$ cat config.mk
export PLATFORM = sky130hd
export DESIGN_NAME = crq_ctrl
export DESIGN_NICKNAME = d
export VERILOG_FILES = /design/src/rtl/crq_pkg.sv /design/src/rtl/crq_regfile.sv /design/src/rtl/crq_sync.sv /design/src/rtl/crq_route.sv /design/src/rtl/crq_ctrl.sv
export SDC_FILE = /design/constraint.sdc
export NUM_CORES = 1
export LEC_CHECK = 0
export ABC_AREA = 1
export BUFFER_PORTS_ARGS = -buffer_cell sky130_fd_sc_hd__buf_4
export CAP_MARGIN = 20
export CORE_UTILIZATION = 55
export DETAILED_ROUTE_END_ITERATION = 16
export PLACE_DENSITY = 0.77
export SETUP_SLACK_MARGIN = 0.5
export SYNTH_ARGS = -nofsm -noshare
export SYNTH_HDL_FRONTEND = slang
export SYNTH_SLANG_ARGS = --single-unit
$ cat constraint.sdc
create_clock -name clk -period 1 [get_ports clk]
set_input_delay 0 -clock clk [delete_from_list [all_inputs] [get_ports clk]]
set_output_delay 0 -clock clk [all_outputs]
set_load 0.1 [all_outputs]
$ cat src/rtl/crq_pkg.sv
package crq_pkg;
    localparam int REG_BYTES = 8;
    localparam int ADDR_W    = $clog2(REG_BYTES);
    localparam int CFG_W     = REG_BYTES * 8;
    localparam int NUM_REQ   = 5;
    localparam int NUM_SRC   = 12;
    localparam int NUM_PCI   = 6;
    localparam int NUM_CPU   = 3;

    localparam int BYTE_CPU_EN = 1;
    localparam int BYTE_PCI_EN = 2;
    localparam int BYTE_SRC_HI = 3;
    localparam int BYTE_SRC_LO = 4;
    localparam int BYTE_ROLE_A = 5;
    localparam int BYTE_ROLE_B = 6;

    localparam logic [CFG_W-1:0] CFG_RESET =
        {8'h00, 8'h00, 8'h00, 8'h0F, 8'hFF, 8'h3F, 8'h07, 8'h00};

    function automatic int bpos(input int byte_i, input int bit_i);
        return byte_i * 8 + bit_i;
    endfunction

    // owning output enable of each dual-role pin
    function automatic int own_bit(input int pin);
        case (pin)
            0:       return bpos(BYTE_PCI_EN, 0);
            1:       return bpos(BYTE_PCI_EN, 1);
            2, 3:    return bpos(BYTE_SRC_HI, 3);
            default: return bpos(BYTE_SRC_HI, 7);
        endcase
    endfunction

    function automatic int role_bit(input int pin);
        case (pin)
            0:       return bpos(BYTE_ROLE_A, 7);
            1:       return bpos(BYTE_ROLE_A, 5);
            2:       return bpos(BYTE_ROLE_B, 7);
            3:       return bpos(BYTE_ROLE_B, 6);
            default: return bpos(BYTE_ROLE_B, 4);
        endcase
    endfunction

    function automatic bit has_sel(input int pin);
        return (pin == 0) || (pin == 1);
    endfunction

    function automatic int sel_bit(input int pin);
        case (pin)
            0:       return bpos(BYTE_ROLE_A, 6);
            1:       return bpos(BYTE_ROLE_A, 4);
            default: return 0;
        endcase
    endfunction

    function automatic int tgt_lo(input int pin);
        case (pin)
            0:       return 0;
            1:       return 1;
            2:       return 6;
            3:       return 8;
            default: return 10;
        endcase
    endfunction

    function automatic int tgt_hi(input int pin);
        case (pin)
            0:       return 2;
            1:       return 4;
            default: return tgt_lo(pin);
        endcase
    endfunction

    function automatic int src_en_bit(input int pair);
        if (pair < 4) return bpos(BYTE_SRC_LO, pair);
        return bpos(BYTE_SRC_HI, pair - 4);
    endfunction
endpackage

$ cat src/rtl/crq_regfile.sv
module crq_regfile
    import crq_pkg::*;
(
    input  logic              clk,
    input  logic              rst_n,
    input  logic              wr_en,
    input  logic [ADDR_W-1:0] wr_addr,
    input  logic [7:0]        wr_data,
    input  logic [ADDR_W-1:0] rd_addr,
    output logic [7:0]        rd_data,
    output logic [CFG_W-1:0]  cfg
);
    typedef struct packed {
        logic [CFG_W-1:0] bytes;
    } rf_state_t;

    rf_state_t st_d, st_q;

    always_comb begin
        st_d = st_q;
        if (wr_en) begin
            st_d.bytes[{wr_addr, 3'b000} +: 8] = wr_data;
        end
    end

    always_ff @(posedge clk or negedge rst_n) begin
        if (!rst_n) begin
            st_q.bytes <= CFG_RESET;
        end else begin
            st_q <= st_d;
        end
    end

    assign rd_data = st_q.bytes[{rd_addr, 3'b000} +: 8];
    assign cfg     = st_q.bytes;
endmodule

$ cat src/rtl/crq_sync.sv
module crq_sync #(
    parameter int          WIDTH     = 1,
    parameter int          STAGES    = 2,
    parameter logic [WIDTH-1:0] RST_VAL = '1
) (
    input  logic             clk,
    input  logic             rst_n,
    input  logic [WIDTH-1:0] din,
    output logic [WIDTH-1:0] dout
);
    typedef struct packed {
        logic [STAGES-1:0][WIDTH-1:0] stg;
    } sync_state_t;

    sync_state_t st_d, st_q;

    always_comb begin
        st_d.stg = {st_q.stg[STAGES-2:0], din};
    end

    always_ff @(posedge clk or negedge rst_n) begin
        if (!rst_n) begin
            st_q.stg <= {STAGES{RST_VAL}};
        end else begin
            st_q <= st_d;
        end
    end

    assign dout = st_q.stg[STAGES-1];
endmodule

$ cat src/rtl/crq_route.sv
module crq_route
    import crq_pkg::*;
#(
    parameter logic [NUM_PCI-1:0] PCI_FREE = 6'b100000,
    parameter logic [NUM_CPU-1:0] CPU_FREE = 3'b010
) (
    input  logic [CFG_W-1:0]   cfg,
    input  logic [NUM_REQ-1:0] req_lvl,
    input  logic               cpu_go,
    input  logic               pci_go,
    output logic [NUM_REQ-1:0] role_in,
    output logic [NUM_SRC-1:0] src_run,
    output logic [NUM_PCI-1:0] pci_run,
    output logic [NUM_CPU-1:0] cpu_run
);
    logic [NUM_SRC-1:0] hold;

    // role decode and request routing
    always_comb begin
        int tgt;
        hold    = '0;
        role_in = '0;
        for (int i = 0; i < NUM_REQ; i++) begin
            role_in[i] = cfg[role_bit(i)] & ~cfg[own_bit(i)];
            tgt = (has_sel(i) && cfg[sel_bit(i)]) ? tgt_hi(i) : tgt_lo(i);
            if (role_in[i] && req_lvl[i]) begin
                hold[tgt] = 1'b1;
            end
        end
    end

    always_comb begin
        for (int p = 0; p < NUM_SRC; p++) begin
            src_run[p] = cfg[src_en_bit(p)] & ~hold[p];
        end
        for (int k = 0; k < NUM_PCI; k++) begin
            pci_run[k] = cfg[bpos(BYTE_PCI_EN, k)] & (pci_go | PCI_FREE[k]);
        end
        for (int k = 0; k < NUM_CPU; k++) begin
            cpu_run[k] = cfg[bpos(BYTE_CPU_EN, k)] & (cpu_go | CPU_FREE[k]);
        end
    end
endmodule

$ cat src/rtl/crq_ctrl.sv
module crq_ctrl
    import crq_pkg::*;
#(
    parameter int SYNC_STAGES = 2,
    parameter logic [NUM_PCI-1:0] PCI_FREE = 6'b100000,
    parameter logic [NUM_CPU-1:0] CPU_FREE = 3'b010
) (
    input  logic               clk,
    input  logic               rst_n,
    input  logic               wr_en,
    input  logic [ADDR_W-1:0]  wr_addr,
    input  logic [7:0]         wr_data,
    input  logic [ADDR_W-1:0]  rd_addr,
    output logic [7:0]         rd_data,
    input  logic [NUM_REQ-1:0] req_pin_n,
    input  logic               cpu_stop_n,
    input  logic               pci_stop_n,
    output logic [NUM_REQ-1:0] req_dir_in,
    output logic [NUM_SRC-1:0] src_run,
    output logic [NUM_PCI-1:0] pci_run,
    output logic [NUM_CPU-1:0] cpu_run
);
    localparam int SYNC_W = NUM_REQ + 2;

    logic [CFG_W-1:0]   cfg_w;
    logic [SYNC_W-1:0]  sync_w;
    logic [NUM_REQ-1:0] req_s;
    logic               cpu_go_s;
    logic               pci_go_s;

    crq_regfile u_regs (
        .clk     (clk),
        .rst_n   (rst_n),
        .wr_en   (wr_en),
        .wr_addr (wr_addr),
        .wr_data (wr_data),
        .rd_addr (rd_addr),
        .rd_data (rd_data),
        .cfg     (cfg_w)
    );

    crq_sync #(
        .WIDTH   (SYNC_W),
        .STAGES  (SYNC_STAGES),
        .RST_VAL ({SYNC_W{1'b1}})
    ) u_sync (
        .clk   (clk),
        .rst_n (rst_n),
        .din   ({cpu_stop_n, pci_stop_n, req_pin_n}),
        .dout  (sync_w)
    );

    assign req_s    = sync_w[NUM_REQ-1:0];
    assign pci_go_s = sync_w[NUM_REQ];
    assign cpu_go_s = sync_w[NUM_REQ+1];

    crq_route #(
        .PCI_FREE (PCI_FREE),
        .CPU_FREE (CPU_FREE)
    ) u_route (
        .cfg     (cfg_w),
        .req_lvl (req_s),
        .cpu_go  (cpu_go_s),
        .pci_go  (pci_go_s),
        .role_in (req_dir_in),
        .src_run (src_run),
        .pci_run (pci_run),
        .cpu_run (cpu_run)
    );
endmodule

==> impl_metrics.json, run 1 <==
{
  "outcome": "did not finish",
  "lastStage": "5_1_grt",
  "error": "[ERROR DPL-0038] Utilization greater than 100%, impossible to legalize",
  "synthTopCellsByCount": "nand2_1, inv_1, nand3_1",
  "initial_core_util_pct": 57.8,
  "synthArstFlopShare_pct": 100,
  "post-synth-top-area-fraction_pct": 25.1,
  "place_congestion": 0.970,
  "yosys.area.top_type": "dfrtp_1",
  "synth_ff_type": "dfrtp_1",
  "grt_max_degree": 33,
  "row_count": 31,
  "io_buffers": 57,
  "synth_top_family_by_area": "simple AND/OR/NAND/NOR gates",
  "cts_root_buf": "clkbuf_8",
  "dieHeight_microns": 90.3,
  "synth_area_sq_um": 4280,
  "clock_path_buffers": 2,
  "synth_xor_area_share_pct": 0,
  "ys_ff_latch": 78,
  "synth_edf_count": 0,
  "synth.net_count": 639,
  "syn_avg_cell_area_sq_um": 7.00,
  "yosysSeqAreaShare_pct": 46.6,
  "synth_area_leaders": "dfrtp_1, nand2_1, dfstp_2",
  "die_x_microns": 90.3,
  "numCtsBuffers": 9,
  "preCtsSetupSlack_ns": -0.386,
  "synth_adder_area_share_pct": 0.876,
  "synth_compound_area_share_pct": 2.16,
  "worstEndpointGrtRepair": "rd_data[7]",
  "dp_cells": 822,
  "htreeDepth": 3,
  "ios": 58,
  "hpwl_mm": 9.77,
  "muxShareOfSynthArea_pct": 0,
  "synth_simple_gate_area_share_pct": 38.4,
  "synthDistinctLibCells": 21,
  "cts_num_sinks": 78,
  "syn_inst": 612,
  "ys.warnings.count": 0,
  "worstEpCategory": "top-level output",
  "yosysMostFrequentCell": "nand2_1"
}
==> stage by stage <==
stage	instance area (sq um)	hold slack (ns)	utilization, %	setup TNS (ns)
2_1_floorplan	4860	-0.296	-	-11.85
3_3_place_gp	5840	-0.0903	78.9	-19.83
3_5_place_dp	5840	-0.0908	78.9	-23.08
4_1_cts	7080	-0.493	95.6	-13.29
==> repair_timing <==
item | in CTS
buffers inserted | 17
endpoints found under the hold margin | 88
hold buffers | 7
endpoints found under the setup margin | 105
pin swaps | 70
resized for setup | 209
cloned | 5
==> cell families after synthesis <==
group | after synthesis
buf+inv | 127
compound gates | 18
flops | 78
simple gates | 386
fa+ha+maj | 3
==> run 2, diff against run 1 <==
--- a/config.mk
+++ b/config.mk
@@ -8,10 +8,9 @@
 export ABC_AREA = 1
 export BUFFER_PORTS_ARGS = -buffer_cell sky130_fd_sc_hd__buf_4
 export CAP_MARGIN = 20
-export CORE_UTILIZATION = 55
+export CORE_UTILIZATION = 40
 export DETAILED_ROUTE_END_ITERATION = 16
-export PLACE_DENSITY = 0.77
-export SETUP_SLACK_MARGIN = 0.5
+export PLACE_DENSITY_LB_ADDON = 0.15
 export SYNTH_ARGS = -nofsm -noshare
 export SYNTH_HDL_FRONTEND = slang
 export SYNTH_SLANG_ARGS = --single-unit
==> impl_metrics.json, run 2 <==
{
  "outcome": "finished, violations left",
  "violations": "negative setup slack",
  "synth_area_leaders": "dfrtp_1, nand2_1, dfstp_2",
  "layout_common_cells": "nand2_1, buf_4, inv_1",
  "crit_fanout": 2,
  "worst_ep_arrival_time_ns": 1.52,
  "avgViaCountPerCell": 4.92,
  "clock_latency_ns": 0.38,
  "drcViolationCount": 0,
  "yosysMostFrequentCell": "nand2_1",
  "syn_avg_cell_area_sq_um": 7.00,
  "synth_edf_count": 0,
  "area_growth_pct": 72.5,
  "cts.clk_slew.worst_paths_ns": 0.08,
  "grt_max_degree": 33,
  "vdd_drop_max_mv": 1.29,
  "hold_viol_final": 0,
  "yosys.area.top_type": "dfrtp_1",
  "min_to": "u_regs.cfg[25]$_DFFE_PN1P_",
  "r2r_end": "u_regs.cfg[16]$_DFFE_PN1P_",
  "dieHeight_microns": 105,
  "fin_util_pct": 71.3,
  "via_count": 4522,
  "synth_adder_area_share_pct": 0.876,
  "drt_iter0_drc": 255,
  "grt-ovfl-total": 0,
  "critPathCaptureType": "output port",
  "ys_ff_latch": 78,
  "grt_use_total_pct": 28.3,
  "drt_wl_total_mm": 15.2,
  "avgRoutedWirePerCell_microns": 16.5,
  "period_needed_ns": 1.52,
  "htreeDepth": 3,
  "synth_compound_area_share_pct": 2.16,
  "io_buffers": 57,
  "yosysSeqAreaShare_pct": 46.6,
  "clock_path_buffers": 2,
  "hold_path_class": "in2reg",
  "slew_headroom_pct": 73.0,
  "synth_area_sq_um": 4280,
  "firstDrtPassIters": 5,
  "min_path_cells": 3,
  "drive_above_1_share_pct": 47.2,
  "slew_viol_final": 0,
  "r2r.worst_path.cells": 6,
  "mostFrequentLayoutCell": "nand2_1",
  "synth.net_count": 639,
  "synth_top_family_by_area": "simple AND/OR/NAND/NOR gates",
  "crit_type": "reg2out",
  "start_kind": "register",
  "cts_root_buf": "clkbuf_8",
  "core_sq_um": 10400,
  "finalSetupViolCount": 40,
  "row_count": 37,
  "synthTopCellsByCount": "nand2_1, inv_1, nand3_1",
  "grt_pass1_wl_mm": 23.5,
  "die_x_microns": 105,
  "diodes": 0,
  "die_area_sq_um": 11100,
  "dp_cells": 861,
  "hold_slack_ns": 0.0668,
  "syn_inst": 612,
  "fin_skew_ns": 0.00743,
  "initial_core_util_pct": 41.3,
  "final_cells": 920,
  "antenna_found_initial": 0,
  "ant_nets": 0,
  "fill_cells": 772,
  "numCtsBuffers": 9,
  "fin_crit_sh_pct": 152,
  "nNetsFinal": 806,
  "worst_slew_pin_slew_ns": 0.404,
  "muxShareOfSynthArea_pct": 0,
  "rsz0062_at_grt": "yes",
  "grt_pass1_vias": 4434,
  "post-synth-top-area-fraction_pct": 25.1,
  "ff_latch_area_sq_um": 2000,
  "synthDistinctLibCells": 21,
  "maxCapViolations": 0,
  "ys.warnings.count": 0,
  "synth_xor_area_share_pct": 0,
  "synth_ff_type": "dfrtp_1",
  "largest_reg_flops": 64,
  "clock.fmax_mhz": 658,
  "setup_ws_ns": -0.519,
  "preCtsSetupSlack_ns": -0.372,
  "r2r_slack_ns": -0.09,
  "worstHoldStart": "wr_en",
  "cts_num_sinks": 78,
  "r2r-start": "u_regs.cfg[16]$_DFFE_PN1P_",
  "synth_simple_gate_area_share_pct": 38.4,
  "required_ns": 1.00,
  "multiInputGateArea_sq_um": 2510,
  "place_congestion": 0.885,
  "synthArstFlopShare_pct": 100,
  "cts_tree": "done",
  "ios": 58,
  "p_per_area_nw_per_um2": 1850,
  "leakage_nw": 3.64,
  "hpwl_mm": 10.2
}
[run 2: cell counts after synthesis]
Identical to the previous run, type by type.
[run 2: final cells by class]
type	instances	area share, %
clock buffer	11	1.91
clock inverter	5	1.12
inverter	97	5.64
multi-input combinational	410	34.0
sequential	78	27.0
tap	136	2.30
timing repair buffer	183	28.1
[run 2: worst max-delay path by stage]
stage	from	endpoint	depth (start not counted)
global route	u_regs.cfg[18]$_DFFE_PN1P_	rd_data[2]	7
global placement	wr_addr[0]	u_regs.cfg[10]$_DFFE_PN1P_	8
detailed placement	wr_addr[0]	u_regs.cfg[1]$_DFFE_PN0P_	10
finish	u_regs.cfg[20]$_DFFE_PN1P_	rd_data[4]	7
floorplan	u_regs.cfg[16]$_DFFE_PN1P_	src_run[2]	4
CTS	u_regs.cfg[32]$_DFFE_PN1P_	rd_data[0]	7
[run 2: stage by stage]
step	power (mW)	instance area, sq um	setup TNS [ns]
floorplan	7.67	4760	-11.63
global placement	9.27	5910	-21.97
detailed placement	9.33	5910	-23.33
CTS	13.2	7000	-13.33
global route	14.3	7390	-15.49
finish	13.7	7390	-13.19
[run 2: critical path: stages (launching register included)]
cell	delay (ns)
dfstp_2	0.56
inv_2	0.04
nand2_2	0.07
nand3_2	0.07
nand2_1	0.07
nand2_2	0.09
nand2_8	0.08
buf_12	0.16
[run 2: what timing repair did]
action / CTS / global route
endpoints found under the hold margin: 96 / 0
cloned: 0 / 3
setup buffers: 8 / 18
resized for setup: 171 / 78
hold buffers: 17 / 0
pin swaps: 29 / 44
endpoints found under the setup margin: 34 / 63
[run 2: layer usage]
layer  GRT usage (%)  routed length [microns]  share of wire [%]  vias to the layer above
met2            44.4                     7170                 47                      161
li1                -                        -                  -                     2220
met5               0                        0                  0                        -
met1            37.9                     6570                 43                     2107
met3            6.56                      985                6.5                       34
met4            11.2                      455                3.0                        0
[run 2: logic make-up (layout without fill, tap and decap cells)]
family | count (synthesis) | count (layout)
AND/OR/NAND/NOR | 386 | 389
flip-flops | 78 | 78
buffers and inverters | 127 | 296
adder cells (fa/ha/maj) | 3 | 3
AO/OA/AOI/OAI | 18 | 18
[run 2: power by group]
| part | internal (mW) | switching, mW | total, mW |
|---|---|---|---|
| logic | 2.80 | 4.00 | 6.80 |
| registers | 3.82 | 0.347 | 4.17 |
| clock network | 1.48 | 1.24 | 2.72 |
| total | 8.10 | 5.58 | 13.7 |
No activity file was read; power rests on OpenSTA's default activity.
==> run 3, diff against run 2 <==
--- a/config.mk
+++ b/config.mk
@@ -8,6 +8,7 @@
 export ABC_AREA = 1
 export BUFFER_PORTS_ARGS = -buffer_cell sky130_fd_sc_hd__buf_4
 export CAP_MARGIN = 20
+export CORE_MARGIN = 2
 export CORE_UTILIZATION = 40
 export DETAILED_ROUTE_END_ITERATION = 16
 export PLACE_DENSITY_LB_ADDON = 0.15
==> impl_metrics.json, run 3 (same netlist as run 2, synthesis figures left out) <==
{
  "outcome": "finished, violations left",
  "violations": "negative setup slack",
  "r2r_end": "u_regs.cfg[27]$_DFFE_PN1P_",
  "cts_root_buf": "clkbuf_8",
  "antenna_found_initial": 0,
  "area_growth_pct": 68.3,
  "r2r.worst_path.cells": 6,
  "drt_iter0_drc": 238,
  "avgViaCountPerCell": 4.97,
  "maxCapViolations": 0,
  "initial_core_util_pct": 41.3,
  "worstHoldStart": "wr_en",
  "ios": 58,
  "nNetsFinal": 800,
  "clock_latency_ns": 0.37,
  "layout_common_cells": "nand2_1, buf_4, inv_1",
  "drt_wl_total_mm": 15.0,
  "leakage_nw": 3.55,
  "min_path_cells": 3,
  "die_x_microns": 107,
  "final_cells": 914,
  "finalSetupViolCount": 39,
  "cts_tree": "done",
  "io_buffers": 57,
  "crit_type": "reg2out",
  "row_count": 37,
  "slowest_delay_ns": 0.36,
  "vdd_drop_max_mv": 1.12,
  "p_per_area_nw_per_um2": 1810,
  "power_mw": 13.1,
  "hold_path_class": "in2reg",
  "rsz0062_at_grt": "yes",
  "final.setup.tns_ns": -13.61,
  "hold_viol_final": 0,
  "slew_headroom_pct": 82.7,
  "firstDrtPassIters": 4,
  "die_area_sq_um": 11600,
  "grt-ovfl-total": 0,
  "period_needed_ns": 1.53,
  "grt_pass1_vias": 4518,
  "place_congestion": 0.910,
  "fin_skew_ns": 0.000103,
  "grt_use_total_pct": 27.2,
  "clock.fmax_mhz": 653,
  "diodes": 0,
  "fin_crit_sh_pct": 153,
  "final_area_sq_um": 7210,
  "hpwl_mm": 10.3,
  "fin_util_pct": 69.5,
  "clock_path_buffers": 2,
  "numCtsBuffers": 9,
  "dp_cells": 862,
  "preCtsSetupSlack_ns": -0.441,
  "critPathCaptureType": "output port",
  "cts.clk_slew.worst_paths_ns": 0.09,
  "drcViolationCount": 0,
  "hold_slack_ns": 0.0430,
  "slowest_stage": "dfrtp_1",
  "crit_top_cell": "nand2_1",
  "place_area_sq_um": 5900,
  "start_kind": "register",
  "crit_fanout": 2,
  "setup_ws_ns": -0.531,
  "core_sq_um": 10400,
  "htreeDepth": 3,
  "required_ns": 1.00,
  "r2r_slack_ns": -0.11,
  "via_count": 4540,
  "cp_cell_sequence": "inv_1, nand2_1, nand3_1, nand2_1, nand2_1, nand2_8, buf_12",
  "cts_num_sinks": 78,
  "slew_viol_final": 0,
  "largest_reg_flops": 64,
  "ant_nets": 0,
  "min_to": "u_regs.cfg[41]$_DFFE_PN0P_",
  "drive_above_1_share_pct": 44.1,
  "worst_slew_pin_slew_ns": 0.259,
  "grt_pass1_wl_mm": 23.5,
  "worst_ep_arrival_time_ns": 1.53,
  "grt_max_degree": 44,
  "dieHeight_microns": 107,
  "mostFrequentLayoutCell": "nand2_1",
  "avgRoutedWirePerCell_microns": 16.4,
  "r2r-start": "u_regs.cfg[27]$_DFFE_PN1P_"
}
run 3: routing by layer:
metal | GRT usage [%] | up-vias | routed length [microns]
met5 | 0 | - | 0
met4 | 13.8 | 0 | 546
met3 | 6.72 | 34 | 990
met2 | 42.7 | 163 | 7140
met1 | 34.8 | 2153 | 6310
li1 | - | 2190 | -
run 3: how the worst max path moves through the flow:
| stage | endpoint | slack [ns] | start | cells after the start |
|---|---|---|---|---|
| after detailed placement | u_regs.cfg[10]$_DFFE_PN1P_ | -0.44 | wr_addr[0] | 8 |
| final | rd_data[6] | -0.53 | u_regs.cfg[54]$_DFFE_PN0P_ | 7 |
| after global routing | rd_data[5] | -0.58 | u_regs.cfg[21]$_DFFE_PN1P_ | 7 |
| after CTS | rd_data[6] | -0.54 | u_regs.cfg[30]$_DFFE_PN1P_ | 7 |
| after global placement | u_regs.cfg[10]$_DFFE_PN1P_ | -0.42 | wr_addr[0] | 8 |
| after floorplan | src_run[2] | -0.48 | u_regs.cfg[16]$_DFFE_PN1P_ | 4 |
run 3: repair_timing:
| item | CTS | global route |
|---|---|---|
| setup buffers | 8 | 12 |
| resized for setup | 169 | 50 |
| pin swaps | 38 | 32 |
| endpoints found under the hold margin | 115 | 0 |
| cloned | 0 | 2 |
| endpoints found under the setup margin | 35 | 53 |
| hold buffers | 16 | 0 |
run 3: worst max-delay path: cells and delay by family (launching register included):
kind | cells | cell delay, ns
DFF | 1 | 0.36
buffers and inverters | 2 | 0.23
and+or+nand+nor | 5 | 0.56
run 3: cell type report:
class                           count  area [sq um]
Clock inverter                      7          57.6
Fill cell                         815          3160
Tap cell                          136           170
Multi-Input combinational cell    409          2420
Sequential cell                    78          2000
Clock buffer                        9           124
Inverter                           97           422
Timing Repair Buffer              178          2020
run 3: power by group:
group | switching (mW) | total [mW] | internal (mW)
Combinational | 3.93 | 6.66 | 2.73
Sequential | 0.336 | 4.16 | 3.82
Clock | 1.32 | 2.26 | 0.936
Total | 5.59 | 13.1 | 7.48
